**src/rtl/hbus_pkg.sv**
```systemverilog
package hbus_pkg;
    localparam int ADDR_W    = 6;
    localparam int DATA_W    = 8;
    localparam int NUM_REGS  = 1 << ADDR_W;
    localparam int RAM_BASE  = 14;
    localparam int RAM_DEPTH = NUM_REGS - RAM_BASE;

    typedef enum logic [1:0] {
        KIND_TIME  = 2'd0,
        KIND_ALARM = 2'd1,
        KIND_CMD   = 2'd2,
        KIND_WDOG  = 2'd3
    } reg_kind_e;

    typedef struct packed {
        logic cs_n;
        logic oe_n;
        logic we_n;
    } strobe_t;

    typedef struct packed {
        logic [ADDR_W-1:0] addr;
        logic [DATA_W-1:0] data;
    } bus_beat_t;

    function automatic logic is_user_ram(input logic [ADDR_W-1:0] a);
        return a >= ADDR_W'(RAM_BASE);
    endfunction

    function automatic reg_kind_e kind_of(input logic [ADDR_W-1:0] a);
        case (a[3:0])
            4'h3, 4'h5, 4'h7: return KIND_ALARM;
            4'hB:             return KIND_CMD;
            4'hC, 4'hD:       return KIND_WDOG;
            default:          return KIND_TIME;
        endcase
    endfunction
endpackage

```
**src/rtl/hbus_sync.sv**
```systemverilog
module hbus_sync #(
    parameter int W = 1,
    parameter int STAGES = 2,
    parameter logic [W-1:0] RST_VAL = '0
) (
    input  logic         clk,
    input  logic         rst,
    input  logic [W-1:0] d,
    output logic [W-1:0] q
);
    logic [W-1:0] stg [STAGES];

    always_ff @(posedge clk) begin
        if (rst) begin
            for (int i = 0; i < STAGES; i++) stg[i] <= RST_VAL;
        end else begin
            stg[0] <= d;
            for (int i = 1; i < STAGES; i++) stg[i] <= stg[i-1];
        end
    end

    assign q = stg[STAGES-1];
endmodule

```
**src/rtl/hbus_pwr_gate.sv**
```systemverilog
module hbus_pwr_gate #(
    parameter int TICKS = 16
) (
    input  logic clk,
    input  logic rst,
    input  logic pwr_ok,
    output logic protect
);
    localparam int CW = $clog2(TICKS + 1);
    localparam logic [CW-1:0] DONE = CW'(TICKS);

    logic [CW-1:0] cnt;

    always_ff @(posedge clk) begin
        if (rst || !pwr_ok) cnt <= '0;
        else if (cnt != DONE) cnt <= cnt + 1'b1;
    end

    assign protect = (cnt != DONE);


    pwr_drop_chk: assert property (@(posedge clk) disable iff (rst)
        !pwr_ok |=> protect);


    pwr_hold_chk: assert property (@(posedge clk) disable iff (rst)
        $rose(pwr_ok) |=> protect);
endmodule

```
**src/rtl/hbus_user_ram.sv**
```systemverilog
module hbus_user_ram
    import hbus_pkg::*;
#(
    parameter int DEPTH = RAM_DEPTH,
    parameter int BASE = RAM_BASE
) (
    input  logic              clk,
    input  logic              rst,
    input  logic              wr_en,
    input  logic [ADDR_W-1:0] wr_addr,
    input  logic [DATA_W-1:0] wr_data,
    input  logic [ADDR_W-1:0] rd_addr,
    output logic [DATA_W-1:0] rd_data
);
    localparam logic [ADDR_W-1:0] BASE_A = ADDR_W'(BASE);

    logic [DATA_W-1:0] mem [DEPTH];
    logic [ADDR_W-1:0] wr_idx, rd_idx;

    assign wr_idx = wr_addr - BASE_A;
    assign rd_idx = rd_addr - BASE_A;

    always_ff @(posedge clk) begin
        if (rst) begin
            for (int i = 0; i < DEPTH; i++) mem[i] <= '0;
        end else if (wr_en) begin
            mem[wr_idx] <= wr_data;
        end
    end

    assign rd_data = (rd_addr >= BASE_A) ? mem[rd_idx] : '0;


    ram_range_chk: assert property (@(posedge clk) disable iff (rst)
        wr_en |-> (wr_addr >= BASE_A));
endmodule

```
**src/rtl/hbus_regport.sv**
```systemverilog
module hbus_regport
    import hbus_pkg::*;
#(
    parameter int PG_TICKS = 16,
    parameter int SYNC_STAGES = 2
) (
    input  logic              clk,
    input  logic              rst,
    input  logic              bus_cs_n,
    input  logic              bus_oe_n,
    input  logic              bus_we_n,
    input  logic [ADDR_W-1:0] bus_addr,
    input  logic [DATA_W-1:0] bus_dq_i,
    output logic [DATA_W-1:0] bus_dq_o,
    output logic              bus_dq_oe,
    input  logic              pwr_ok,
    output logic [ADDR_W-1:0] core_addr,
    input  logic [DATA_W-1:0] core_rdata,
    output logic              wr_valid,
    output logic [1:0]        wr_kind,
    output logic [ADDR_W-1:0] wr_addr,
    output logic [DATA_W-1:0] wr_data
);
    localparam int BEAT_W = ADDR_W + DATA_W;

    strobe_t   st_raw, st_s;
    bus_beat_t beat_raw, beat_s, cap;
    logic      protect;
    logic      win_s, win_q, abort_q, commit, rd_req, ram_we;
    logic [DATA_W-1:0] ram_q, rd_data_q;
    logic      rd_oe_q;

    assign st_raw   = '{cs_n: bus_cs_n, oe_n: bus_oe_n, we_n: bus_we_n};
    assign beat_raw = '{addr: bus_addr, data: bus_dq_i};

    // Strobes and the address/data beat share one pipeline depth so they stay aligned
    hbus_sync #(.W(3), .STAGES(SYNC_STAGES), .RST_VAL(3'b111)) u_strobe_sync (
        .clk(clk), .rst(rst), .d(st_raw), .q(st_s)
    );

    hbus_sync #(.W(BEAT_W), .STAGES(SYNC_STAGES), .RST_VAL('0)) u_beat_sync (
        .clk(clk), .rst(rst), .d(beat_raw), .q(beat_s)
    );

    hbus_pwr_gate #(.TICKS(PG_TICKS)) u_pwr (
        .clk(clk), .rst(rst), .pwr_ok(pwr_ok), .protect(protect)
    );

    assign win_s  = !st_s.cs_n && !st_s.we_n;
    assign rd_req = !st_s.cs_n && !st_s.oe_n && st_s.we_n;

    always_ff @(posedge clk) begin
        if (rst) begin
            win_q   <= 1'b0;
            abort_q <= 1'b0;
            cap     <= '0;
        end else begin
            win_q <= win_s;
            if (win_s) cap <= beat_s;
            if (!win_s) abort_q <= 1'b0;
            else if (protect) abort_q <= 1'b1;
        end
    end

    // Commit once on the detected end of the write window
    assign commit   = win_q && !win_s && !abort_q && !protect;
    assign ram_we   = commit && is_user_ram(cap.addr);
    assign wr_valid = commit && !is_user_ram(cap.addr);
    assign wr_addr  = cap.addr;
    assign wr_data  = cap.data;
    assign wr_kind  = kind_of(cap.addr);

    hbus_user_ram #(.DEPTH(RAM_DEPTH), .BASE(RAM_BASE)) u_ram (
        .clk(clk), .rst(rst),
        .wr_en(ram_we), .wr_addr(cap.addr), .wr_data(cap.data),
        .rd_addr(beat_s.addr), .rd_data(ram_q)
    );

    assign core_addr = beat_s.addr;

    always_ff @(posedge clk) begin
        if (rst) begin
            rd_oe_q   <= 1'b0;
            rd_data_q <= '0;
        end else begin
            rd_oe_q   <= rd_req && !protect;
            rd_data_q <= is_user_ram(beat_s.addr) ? ram_q : core_rdata;
        end
    end

    assign bus_dq_oe = rd_oe_q;
    assign bus_dq_o  = rd_oe_q ? rd_data_q : '0;


    read_drive_chk: assert property (@(posedge clk) disable iff (rst)
        bus_dq_oe |-> ($past(!st_s.cs_n) && $past(!st_s.oe_n)));


    win_commit_chk: assert property (@(posedge clk) disable iff (rst)
        wr_valid |-> ($past(win_s) && !win_s));


    one_pulse_chk: assert property (@(posedge clk) disable iff (rst)
        wr_valid |=> !wr_valid);


    we_release_chk: assert property (@(posedge clk) disable iff (rst)
        $fell(st_s.we_n) |=> !bus_dq_oe);


    prot_quiet_chk: assert property (@(posedge clk) disable iff (rst)
        protect |=> !bus_dq_oe);
endmodule

```
**config.mk**
```make
export PLATFORM = sky130hd
export DESIGN_NAME = hbus_regport
export DESIGN_NICKNAME = d
export VERILOG_FILES = /design/src/rtl/hbus_pkg.sv /design/src/rtl/hbus_sync.sv /design/src/rtl/hbus_pwr_gate.sv /design/src/rtl/hbus_user_ram.sv /design/src/rtl/hbus_regport.sv
export SDC_FILE = /design/constraint.sdc
export NUM_CORES = 1
export LEC_CHECK = 0
export CORE_UTILIZATION = 26
export CTS_CLUSTER_SIZE = 10
export DETAILED_ROUTE_END_ITERATION = 12
export GPL_TIMING_DRIVEN = 1
export PLACE_DENSITY = 0.47
export SLEW_MARGIN = 0
export SYNTH_ARGS = -nofsm -noshare
export SYNTH_HDL_FRONTEND = slang
export SYNTH_SLANG_ARGS = --single-unit
```
**constraint.sdc**
```tcl
create_clock -name clk -period 2.8 [get_ports clk]
set_input_delay 0.56 -clock clk [delete_from_list [all_inputs] [get_ports clk]]
set_output_delay 0.56 -clock clk [all_outputs]
set_load 0.1 [all_outputs]
```
## Word level (Yosys, flattened, before mapping)

Memory sizes are Yosys's and may differ from the RTL's.
Cells that the tools add are included.

- Register bits after elaboration: 30
- Bits in writable memories: 434
- Word-level logic and storage cells: 65
- Memories: 3

Memories:

| memory | words | width | rd ports | clocked after Yosys merged registers in | write ports | RTL line | source |
|---|---|---|---|---|---|---|---|
| u_ram.mem | 50 | 8 | 1 | 0 | 50 | hbus_user_ram.sv:17 | `logic [DATA_W-1:0] mem [DEPTH];` |
| u_beat_sync.stg | 2 | 14 | 2 | 0 | 2 | hbus_sync.sv:11 | `logic [W-1:0] stg [STAGES];` |
| u_strobe_sync.stg | 2 | 3 | 2 | 0 | 2 | hbus_sync.sv:11 |  |

- $add $sub $neg: 3
- Order comparisons: 2
- Equality and inequality tests: 7
- Muxes and demuxes: 16
- Bitwise operators: 5
- Reduce and logical (&&, ||, !) cells: 22

Operators by type and width:

| cell | count |
|---|---|
| $mux W14 | 2 |
| $mux W8 | 3 |
| $eq A4 B4 Y1 const B | 3 |
| $ge A6 B4 Y1 const B | 2 |
| $sub A6 B4 Y6 const B | 2 |
| $logic_and A1 B1 Y1 | 9 |
| $eq A4 B3 Y1 const B | 2 |
| $logic_not A1 Y1 | 8 |
| $reduce_or A8 Y1 | 1 |
| $mux W1 | 7 |
| $mux W3 | 2 |
| $mux W6 | 1 |
| $pmux W2 S3 | 1 |
| $add A5 B1 Y5 const B | 1 |
| $ne A5 B5 Y1 const B | 1 |
| $eq A4 B2 Y1 const B | 1 |
| $or A1 B1 Y1 | 4 |
| $reduce_or A2 Y1 | 2 |
| $reduce_or A3 Y1 | 1 |
| $logic_or A1 B1 Y1 | 1 |
| $not A1 Y1 | 1 |

## Longest topological paths before layout

Gate-level depths: netlist of run 1.

- Word-level depth: 12
- Gate-level depth with buffers: 9
- Depth with buffers taken out: 7

## Cells and area by module

From an unflattened synthesis of run 1, not the netlist that was laid out.

- Cells, all modules: 1784
- Area total of the unflattened synthesis: 25844.8 sq um

By module, submodules not included:

| module | times used | cells each | area an instance (sq um) |
|---|---|---|---|
| hbus_user_ram | 1 | 1547 | 23383.7 |
| hbus_regport | 1 | 123 | 1146.1 |
| hbus_sync (u_beat_sync) | 1 | 72 | 883.3 |
| hbus_pwr_gate | 1 | 27 | 251.5 |
| hbus_sync (u_strobe_sync) | 1 | 15 | 180.2 |

## Least setup slack after synthesis of run 1

Ideal clock, no wire load.

- Path kind: reg2out
- Start: register cap, in the netlist wr_addr[1]
- End: output port wr_kind[0]
- Data arrival time: 3105 ps
- Slack: -865 ps
- Stages on the path, launching flop included: 4
- Cells stage by stage: dfxtp_1 > buf_2 > o22ai_1 > a21oi_1

- Cells in the longest elaborated chain, start to end: 3
- Elaborated cells between the ends (all ways): 9
- Those cells by class: 6 x eq/ne; 1 x mux; 2 x reduce/logical

RTL lines:

| what | RTL line | source |
|---|---|---|
| from (decl) | hbus_regport.sv:27 | `bus_beat_t beat_raw, beat_s, cap;` |
| from (signal assigned) | hbus_regport.sv:59 | `if (win_s) cap <= beat_s;` |
| $eq A4 B2 Y1, or another cell as far along | hbus_pkg.sv:31 | `case (a[3:0])` |
| $reduce_or A3 Y1 or $reduce_or A2 Y1 (tied branches) | hbus_pkg.sv:31 |  |
| $pmux W2 S3 * | hbus_pkg.sv:31 |  |
| to (decl) | hbus_regport.sv:20 | `output logic [1:0] wr_kind,` |

Mark *: on every way between the ends. The rest lies on a longest branch, timed or not.

## Final worst setup path of run 1

- Start: register u_pwr.cnt[1]
- End: output port wr_valid

- Cells in the longest elaborated chain, start to end: 4

RTL lines:

| what | RTL line | source |
|---|---|---|
| from (decl) | hbus_pwr_gate.sv:12 | `logic [CW-1:0] cnt;` |
| from (signal assigned) | hbus_pwr_gate.sv:16 | `else if (cnt != DONE) cnt <= cnt + 1'b1;` |
| $ne A5 B5 Y1 | hbus_pwr_gate.sv:19 | `assign protect = (cnt != DONE);` |
| $logic_not A1 Y1 | hbus_regport.sv:66 | `assign commit = win_q && !win_s && !abort_q && !protect;` |
| $logic_and A1 B1 Y1 | hbus_regport.sv:66 |  |
| $logic_and A1 B1 Y1 | hbus_regport.sv:68 | `assign wr_valid = commit && !is_user_ram(cap.addr);` |
| to (decl) | hbus_regport.sv:19 | `output logic wr_valid,` |

Every way passes these cells.

==> key figures, run 1 <==
Outcome
  – Status: completed

Worst setup path
  – Worst-path fanout max: 8
  – Crit path to: wr_valid
  – CP peak stage delay: 0.32 ns
  – Critical Path Sink Type: primary output
  – Arrival @ worst endpoint: approximately 2.1 ns
  – R2r endpoint: u_ram.mem[13][4]
  – CP Class: reg -> out
  – Reg2Reg Launch Point: u_pwr.cnt[1]
  – CP required: approximately 2.2 ns
  – Flop-to-flop setup slack: 0.13 ns
  – Worst setup startpoint: u_pwr.cnt[1]
  – Critical path launch point type: register
  – FF-to-FF path depth: 9
  – Slowest CP cell: dfxtp_1
  – Worst path cell trace: inv_1 -> ha_1 -> nand4bb_1 -> nor4b_4 -> buf_6 -> and2_4 -> buf_12

Finish
  – Area added between synthesis and finish: 20.17%
  – Final core occ: approximately a third
  – Nets: around 1900
  – Share of layout cells above drive strength 1: approximately a fifth
  – Commonest cells after routing, fill and taps aside: edfxtp_1, and2_1, nand2_1
  – Commonest non-fill, non-tap cell in the layout: edfxtp_1

Clock tree
  – Clock buffer depth: 3
  – Number of post-CTS setup repair buffers: 0
  – CTS root buf: clkbuf_16
  – Reg clk slew, reported paths: about 0.050 ns
  – Clk Latency, worst-skew pair: 0.61 ns
  – Num CTS Buffers: 70
  – CTS Sinks: 576
  – CTS tree: yes
  – H-tree level count: 3

Global routing
  – Gr ovfl total: 0
  – Largest net degree at the start of global routing: 110
  – Vias in the first global route: 14950
  – Initial antenna violation count: 1
  – First-pass GRT wire length: approximately 100000 µm
  – Gr usage total: roughly 15%

Yosys
  – FF+latch count, synth: between 500 and 600
  – Post-Syn Area: between 20000 and 30000 µm²
  – Post-synthesis cell count: around 1700
  – Ys flop type: edfxtp_1
  – Seq/Total Area, Yosys: 65.77%
  – Synth unique cells: between 40 and 50
  – Number of synthesized flops with an enable pin: slightly above 500
  – Avg Cell Area, Syn: about 15 µm²
  – Total number of yosys warnings: 0
  – Asr flop ratio synth: 0%

Die
  – Die width: about 310 µm
  – Initial core utilization: 26.22%
  – Row count: about 110
  – Core ar.: between 90000 and 100000 µm²
  – Height of the die: around 310 µm
  – Die area: just under 100000 µm²
  – Ports: 60

Detailed routing
  – Initial DRC count: 1225
  – Post-route ant nets: 0
  – Wire length on met2: roughly 33000 µm
  – Vias: 14690
  – Met1 wire length: approximately 32000 µm
  – Routed vias/inst: about 4.5
  – Max layer used: met4
  – DRC viols: 0
  – Routed len/inst: 22.16 µm
  – Total routed wirelength: about 70000 µm
  – Met3 WL: between 3000 and 4000 µm
  – Pre-antenna DRT Iters: 5

Timing
  – Max Clk Rate: 372.2 MHz
  – Worst Max-Slew Pin Slew: about 0.63 ns
  – Slew HR: about 58%
  – Tcrit/Tclk final: between 90% and 100%
  – Setup TNS Final: 0 ns
  – RSZ-0062 raised after global routing: no
  – Tmin final: 2.687 ns
  – Final Hold Viols: 0
  – Fin. max-slew vios: 0
  – Clock skew: about 0.026 ns
  – Final setup violation count: 0

Hold path
  – WHS Path Cells: 1
  – Hold Crit Class: reg -> reg

Placed design
  – Port Buffer Count: approximately 60
  – Routability cong.: slightly above 0.8
  – DP HPWL: approximately 46000 µm

Pwr
  – Peak VDD IR: around 0.00049 V
  – Power density over cell area: approximately 630 nW/µm²
  – Leakage power total: about 0.011 µW

Run
  – Max Cap Viol: 0
[cells by family after synthesis]
group,Yosys count,share of synthesized area (%)
adder cells (fa/ha/maj),3,0.1482
flip-flops,576,65.77
AO/OA/AOI/OAI,41,1.131
AND/OR/NAND/NOR,824,19.11
other,1,0.01481
multiplexers,128,11.38
XOR/XNOR,10,0.3459
buffers and inverters,127,2.090
[worst min-delay path by stage]
stage                         endpoint               startpoint  slack, ns
6_report       u_strobe_sync.stg[0][3]  u_strobe_sync.stg[0][0]       0.41
5_1_grt        u_strobe_sync.stg[0][3]  u_strobe_sync.stg[0][0]       0.44
4_1_cts        u_strobe_sync.stg[0][3]  u_strobe_sync.stg[0][0]       0.42
3_5_place_dp   u_strobe_sync.stg[0][4]  u_strobe_sync.stg[0][1]       0.40
3_3_place_gp   u_strobe_sync.stg[0][3]  u_strobe_sync.stg[0][0]       0.40
2_1_floorplan  u_strobe_sync.stg[0][3]  u_strobe_sync.stg[0][0]       0.39
[cells in the mapped netlist, types with 6 or more instances]
| cell type | instances | area share (%) |
|---|---|---|
| edfxtp_1 | 512 | 61 |
| and2_1 | 410 | 10 |
| nand2_1 | 161 | 2.4 |
| mux4_2 | 128 | 11 |
| clkbuf_1 | 86 | 1.3 |
| dfxtp_1 | 64 | 5.1 |
| nor2_1 | 57 | 0.84 |
| or2_2 | 49 | 1.2 |
| nand4b_1 | 36 | 1.2 |
| nand4_1 | 34 | 0.84 |
| nor2b_1 | 31 | 0.77 |
| buf_2 | 18 | 0.36 |
| a21oi_1 | 17 | 0.34 |
| a41oi_1 | 16 | 0.55 |
| buf_1 | 13 | 0.19 |
| nor3_4 | 10 | 0.64 |
| nor4_1 | 10 | 0.25 |
| or2_1 | 8 | 0.20 |
| buf_4 | 6 | 0.18 |
[where the power goes]
| part | switching, µW | leakage, µW | internal, µW |
|---|---|---|---|
| combinational | 559 | 0.00387 | 390 |
| clock | 3440 | 0.00100 | 4900 |
| sequential | 126 | 0.00582 | 9620 |
| total | 4120 | 0.0107 | 14900 |
[cell type report]
| class | count | area (µm²) |
|---|---|---|
| clock buffer | 106 | 1961 |
| inverter | 3 | 11.26 |
| clock inverter | 11 | 103.9 |
| sequential | 576 | 16680 |
| tap | 1276 | 1597 |
| multi-input combinational | 1118 | 8615 |
| antenna | 1 | 2.502 |
| fill | 9575 | 66130 |
| timing repair buffer | 139 | 1463 |
[metrics by stage]
stage	power [µW]	instances	hold WS (ns)	setup slack [ns]	cell area, µm²
after floorplan	10460	1821	0.3895	0.03858	25760
after global placement	10870	3112	0.3951	0.04544	28350
after detailed placement	10870	3112	0.4033	0.1074	28350
after CTS	19280	3229	0.4158	0.001317	30420
after global routing	19660	3230	0.4415	0.003093	30430
final	19040	3230	0.4108	0.1132	30430
[state kept, by name, indices dropped and copies added (netlist names)]
| signal | cells |
|---|---|
| u_strobe_sync.stg | 6 |
| abort_q | 1 |
| u_pwr.cnt | 5 |
| rd_data_q | 8 |
| win_q | 1 |
| bus_dq_oe | 1 |
| wr_data | 8 |
| u_beat_sync.stg | 28 |
| wr_addr | 6 |
| u_ram.mem | 512 |
[layer usage]
| metal | global-route usage [%] | up-vias |
|---|---|---|
| met4 | 4.945 | 0 |
| met3 | 2.622 | 101 |
| met5 | 0 | - |
| met1 | 20.19 | 7616 |
| li1 | - | 6549 |
| met2 | 23.01 | 420 |
[what timing repair did]
action	4_1_cts	5_1_grt
hold buffers	0	0
resized for setup	1	3
endpoints found under the setup margin	1	25
[worst max-delay path: cells and delay by family (launching register included)]
kind          cells  cell delay, ns
fa+ha+maj         1            0.16
buf+inv           3            0.42
flops             1            0.32
simple gates      3            0.61
Note: power is estimated with default switching activity, not from simulation.
==> run 2: changes to the inputs <==
CORE_MARGIN = 2   (was not set)
==> run 2 against run 1 <==
  * Highest routed layer is now met5
  * Sequential share of layout area decreased by 0.29 points
  * Critical path type unchanged
  * Core utilization increased by 0.17 points
  * Non-clock buffer count increased by 36
  * Largest power group unchanged
==> key figures, run 2 (synthesis results as in run 1) <==
Outcome
  – Status: completed

Worst setup path
  – Worst-path fanout max: 4
  – Critical path launch point type: register
  – Worst path cell trace: inv_1 -> ha_1 -> nand4bb_1 -> nor4b_4 -> buf_6 -> and2_4 -> buf_12
  – Worst setup startpoint: u_pwr.cnt[0]
  – Slowest CP cell: dfxtp_1
  – Flop-to-flop setup slack: 0.21 ns
  – FF-to-FF path depth: 7
  – R2r endpoint: rd_data_q[1]
  – CP Class: reg -> out
  – Reg2Reg Launch Point: u_beat_sync.stg[0][25]
  – Arrival @ worst endpoint: 2.06 ns
  – Critical Path Sink Type: primary output
  – CP required: 2.24 ns
  – CP peak stage delay: about 0.35 ns

Die
  – Height of the die: 316.1 µm
  – Core ar.: 96570 µm²
  – Die width: ~320 µm
  – Ports: 60
  – Die area: between 90000 and 100000 µm²
  – Row count: ~110
  – Initial core utilization: 26.22%

Timing
  – Slew HR: a little over a third
  – Worst Max-Slew Pin Slew: a little under 1 ns
  – Clock skew: 0.02703 ns
  – Tcrit/Tclk final: 93.75%
  – Final Hold Viols: 0
  – Final hold slack: roughly 0.41 ns
  – Setup TNS Final: 0 ns
  – Max Clk Rate: about 380 MHz
  – RSZ-0062 raised after global routing: no
  – Final setup violation count: 0
  – Tmin final: 2.625 ns
  – Fin. max-slew vios: 0

Run
  – Max Cap Viol: 0

Detailed routing
  – Routed len/inst: ~22 µm
  – Initial DRC count: 1123
  – Routed vias/inst: between 4 and 5
  – Pre-antenna DRT Iters: 5
  – DRC viols: 0
  – Vias: 14770
  – Total routed wirelength: slightly above 70000 µm
  – Post-route ant nets: 0

Pwr
  – Switching share of power: a little over a fifth
  – Leakage power total: around 0.011 µW
  – Seq pwr share: between 50% and 60%
  – Net Sw Power: approximately 4100 µW
  – Peak VDD IR: just under 0.0004 V
  – Clock Power Share: a little over two fifths
  – Power density over cell area: 619.4 nW/µm²
  – Comb pwr share: approximately 5.0%
  – Cell internal pwr: around 15000 µW

Finish
  – Multi-input logic area: roughly 8600 µm²
  – Biggest regs: u_ram.mem: 512 flops, u_beat_sync.stg: 28 flops
  – Final core occ: a little under a third
  – Filler Cell Count: between 9000 and 10000
  – Nets: around 2000
  – Commonest non-fill, non-tap cell in the layout: edfxtp_1
  – Register with the most flip-flops: u_ram.mem
  – Register area: around 17000 µm²
  – Share of layout cells above drive strength 1: between 20% and 30%
  – Commonest cells after routing, fill and taps aside: edfxtp_1, and2_1, nand2_1
  – Max FFs per register: 512
  – Area added between synthesis and finish: 20.81%

Global routing
  – Gr ovfl total: 0
  – First-pass GRT wire length: 105900 µm
  – Gr usage total: between 10 and 15%
  – Vias in the first global route: roughly 15000
  – Initial antenna violation count: 3
  – Largest net degree at the start of global routing: 110

Hold path
  – Hold Crit Class: reg -> reg
  – Hold path endpoint: u_strobe_sync.stg[0][4]
  – WHS Path Cells: 1
  – Hold Path Origin: u_strobe_sync.stg[0][1]

Placed design
  – Routability cong.: 0.7745
  – DP HPWL: 46220 µm
  – Port Buffer Count: a little under 60

Clock tree
  – Num CTS Buffers: 69
  – Post-CTS Hold Fix Bufs: 0
  – CTS root buf: clkbuf_16
  – H-tree level count: 3
  – CTS tree: yes
  – Clk Latency, worst-skew pair: roughly 0.60 ns
  – Reg clk slew, reported paths: about 0.050 ns
  – CTS Sinks: ~580
  – Clock buffer depth: 3
run 2: cell type report:
class / instances / area share (%)
Inverter: 3 / 0.03681
Clock inverter: 1 / 0.01636
Timing Repair Buffer: 175 / 5.460
Multi-Input combinational cell: 1118 / 28.15
Clock buffer: 110 / 6.589
Tap cell: 1276 / 5.219
Sequential cell: 576 / 54.52
Antenna cell: 1 / 0.008180
run 2: layer usage:
| layer | track usage, % | routed length [µm] | part of all wire (%) | vias to the layer above |
|---|---|---|---|---|
| li1 | - | - | - | 6605 |
| met2 | 23.20 | 33370 | 46 | 403 |
| met5 | 0 | 13 | 0.018 | - |
| met4 | 4.513 | 1745 | 2.4 | 2 |
| met3 | 2.812 | 3982 | 5.5 | 113 |
| met1 | 20.31 | 33360 | 46 | 7651 |
run 2: worst max path at each step:
stage | endpoint | slack, ns | cells past startpoint
final | wr_valid | 0.18 | 7
after global routing | wr_valid | 0.05 | 7
after CTS | wr_valid | 0.02 | 7
after detailed placement | rd_data_q[1] | 0.24 | 7
after global placement | rd_data_q[1] | 0.27 | 7
after floorplan | u_ram.mem[26][0] | 0.04 | 6
run 2: repair_timing:
action / CTS / global route
resized for setup: 2 / 0
setup endpoints to repair: 1 / 1
setup buffers: 1 / 2
pin swaps: 1 / 1
run 2: metrics by stage:
stage | std cells | setup slack, ns | instance area (µm²) | total power [µW]
3_3_place_gp | 3145 | 0.2701 | 28540 | 10860
3_5_place_dp | 3145 | 0.2448 | 28540 | 10860
2_1_floorplan | 1821 | 0.03858 | 25760 | 10460
4_1_cts | 3257 | 0.02067 | 30570 | 19170
5_1_grt | 3260 | 0.04805 | 30590 | 19560
6_report | 3260 | 0.1751 | 30590 | 18950
run 2: worst max-delay path: cells and delay by family, from the launching register on:
kind,cells,cell delay (ns)
AND/OR/NAND/NOR,3,0.60
buffers and inverters,3,0.39
flip-flops,1,0.35
adder cells (fa/ha/maj),1,0.14
run 2: power by group through the flow:
stage	Clock (µW)	Combinational, µW	Sequential [µW]
CTS	8480	953	9740
floorplan	0	621	9840
detailed placement	0	950	9910
global placement	0	946	9910
global route	8780	1020	9760
finish	8260	946	9740
==> run 3: changes to the inputs <==
clock period = 3.25 ns   (was 2.8 ns; I/O delays follow)
==> run 3 against run 2 <==
  * Clock power down 15%
  * Final cell count decreased by 1.5%
  * Core utilization is 0.56 points lower
  * Largest power group unchanged
  * Clock-buffer cell count decreased by 9
  * Routed wire length is 0.22% lower
  * Total power is 15% lower
  * Critical path type is now reg -> reg
==> key figures, run 3 (synthesis results as in run 1) <==
Die
  – Ports: 60
  – Initial core utilization: a little over a quarter
  – Row count: roughly 110
  – Height of the die: approximately 320 µm
  – Die area: 99910 µm²
  – Die width: about 320 µm
  – Core ar.: between 90000 and 100000 µm²

Clock tree
  – CTS tree: yes
  – Clock buffer depth: 3
  – CTS Sinks: about 580
  – Reg clk slew, reported paths: roughly 0.050 ns
  – H-tree level count: 3
  – Clk Latency, worst-skew pair: ~0.60 ns
  – CTS root buf: clkbuf_16
  – CTS resizes: 0
  – Post-CTS Hold Fix Bufs: 0
  – Number of post-CTS setup repair buffers: 0
  – Num CTS Buffers: 69

Timing
  – Worst Max-Slew Pin Slew: ~0.90 ns
  – Fin. max-slew vios: 0
  – Max Clk Rate: about 350 MHz
  – RSZ-0062 raised after global routing: no
  – Final setup violation count: 0
  – Final Hold Viols: 0
  – Setup TNS Final: 0 ns
  – Clock skew: between 0.02 and 0.025 ns
  – Slew HR: around two fifths
  – Worst setup margin: 0.3832 ns
  – Tcrit/Tclk final: 88.21%
  – Tmin final: between 2 and 3 ns
  – Final hold slack: about 0.41 ns

Finish
  – N_diodes: 0
  – Biggest regs: u_ram.mem: 512 flops, u_beat_sync.stg: 28 flops
  – Share of layout cells above drive strength 1: approximately a fifth
  – Commonest cells after routing, fill and taps aside: edfxtp_1, and2_1, nand2_1
  – Register with the most flip-flops: u_ram.mem
  – Commonest non-fill, non-tap cell in the layout: edfxtp_1
  – Area added between synthesis and finish: 18.69%
  – Max FFs per register: approximately 510
  – Nets: about 1900
  – Post-Layout Inst Area: roughly 30000 µm²

Worst setup path
  – Worst-path fanout max: 9
  – FF-to-FF path depth: 8
  – CP required: approximately 3.5 ns
  – Arrival @ worst endpoint: around 3.2 ns
  – R2r endpoint: u_ram.mem[35][0]
  – CP Class: reg -> reg
  – Critical path launch point type: register
  – Flop-to-flop setup slack: around 0.38 ns
  – Critical Path Sink Type: register
  – Reg2Reg Launch Point: u_pwr.cnt[0]

Run
  – Max Cap Viol: 0

Hold path
  – Hold Path Origin: u_strobe_sync.stg[0][2]
  – Hold Crit Class: reg -> reg
  – WHS Path Cells: 1
  – Hold path endpoint: u_strobe_sync.stg[0][5]

Detailed routing
  – Pre-antenna DRT Iters: 7
  – Post-route ant nets: 0
  – DRC viols: 0
  – Routed vias/inst: ~4.5
  – Initial DRC count: roughly 1400
  – Routed len/inst: approximately 23 µm
  – Total routed wirelength: approximately 72000 µm
  – Vias: approximately 15000

Placed design
  – Port Buffer Count: 59
  – Routability cong.: 0.8139
  – DP HPWL: 46290 µm
  – Post-place setup slack: 0.3732 ns
  – Dpl cell area: about 28000 µm²

Pwr
  – Peak VDD IR: approximately 0.00030 V
  – Leakage power total: between 0.01 and 0.015 µW
  – Power density over cell area: around 540 nW/µm²
  – Total Power: roughly 16000 µW

Global routing
  – Largest net degree at the start of global routing: 110
  – Gr ovfl total: 0
  – First-pass GRT wire length: between 100000 and 150000 µm
  – Initial antenna violation count: 1
  – Vias in the first global route: ~15000
  – Gr usage total: 14.65%

Outcome
  – Status: completed
==> run 3: cell types whose count changed in the layout (fill, tap and decap cells not counted), moves of 2 or more <==
cell / delta
buf_12: -11
buf_4: -33
clkbuf_1: -4
clkbuf_16: -2
clkbuf_8: -3
dfxtp_1: +4
dfxtp_2: -4
inv_6: +4
==> run 3: power breakdown <==
| group | total, µW | switching [µW] | internal, µW |
|---|---|---|---|
| registers | 8380 | 91.4 | 8280 |
| clock network | 6990 | 2950 | 4040 |
| logic | 832 | 516 | 316 |
| total | 16200 | 3550 | 12600 |
==> run 3: cell type report <==
cell class	count	area [µm²]
fill	9619	66510
sequential	576	16670
multi-input combinational	1118	8613
clock buffer	101	1909
tap	1276	1597
timing repair buffer	130	1191
clock inverter	7	60.06
inverter	3	11.26
==> run 3: worst max-delay path, cell delays in order (launching register included) <==
cell	delay (ns)
dfxtp_1	0.34
inv_1	0.07
ha_1	0.14
nand4bb_1	0.18
nor4b_4	0.24
buf_4	0.21
nand4b_1	0.49
nor2_1	0.56
or2_2	0.32
==> run 3: how the worst max path moves through the flow <==
stage                            start                to  depth (start not counted)
after floorplan             wr_addr[1]        wr_kind[0]                          3
after global placement    u_pwr.cnt[0]  u_ram.mem[35][1]                          8
after detailed placement  u_pwr.cnt[0]  u_ram.mem[35][1]                          8
after CTS                 u_pwr.cnt[0]          wr_valid                          7
after global routing      u_pwr.cnt[0]  u_ram.mem[35][6]                          8
final                     u_pwr.cnt[0]  u_ram.mem[35][0]                          8
==> run 3: per-stage QoR <==
step	instances	utilization, %
after global routing	3211	31.12
after CTS	3211	31.12
after global placement	3103	29.08
after detailed placement	3103	29.08
final	3211	31.12
after floorplan	1821	-
==> run 3: metal layers <==
metal / wire [µm] / track usage [%]
met2: 35100 / 24.29
met1: 32410 / 20.02
met3: 3584 / 2.485
met4: 1215 / 3.501
met5: 0 / 0
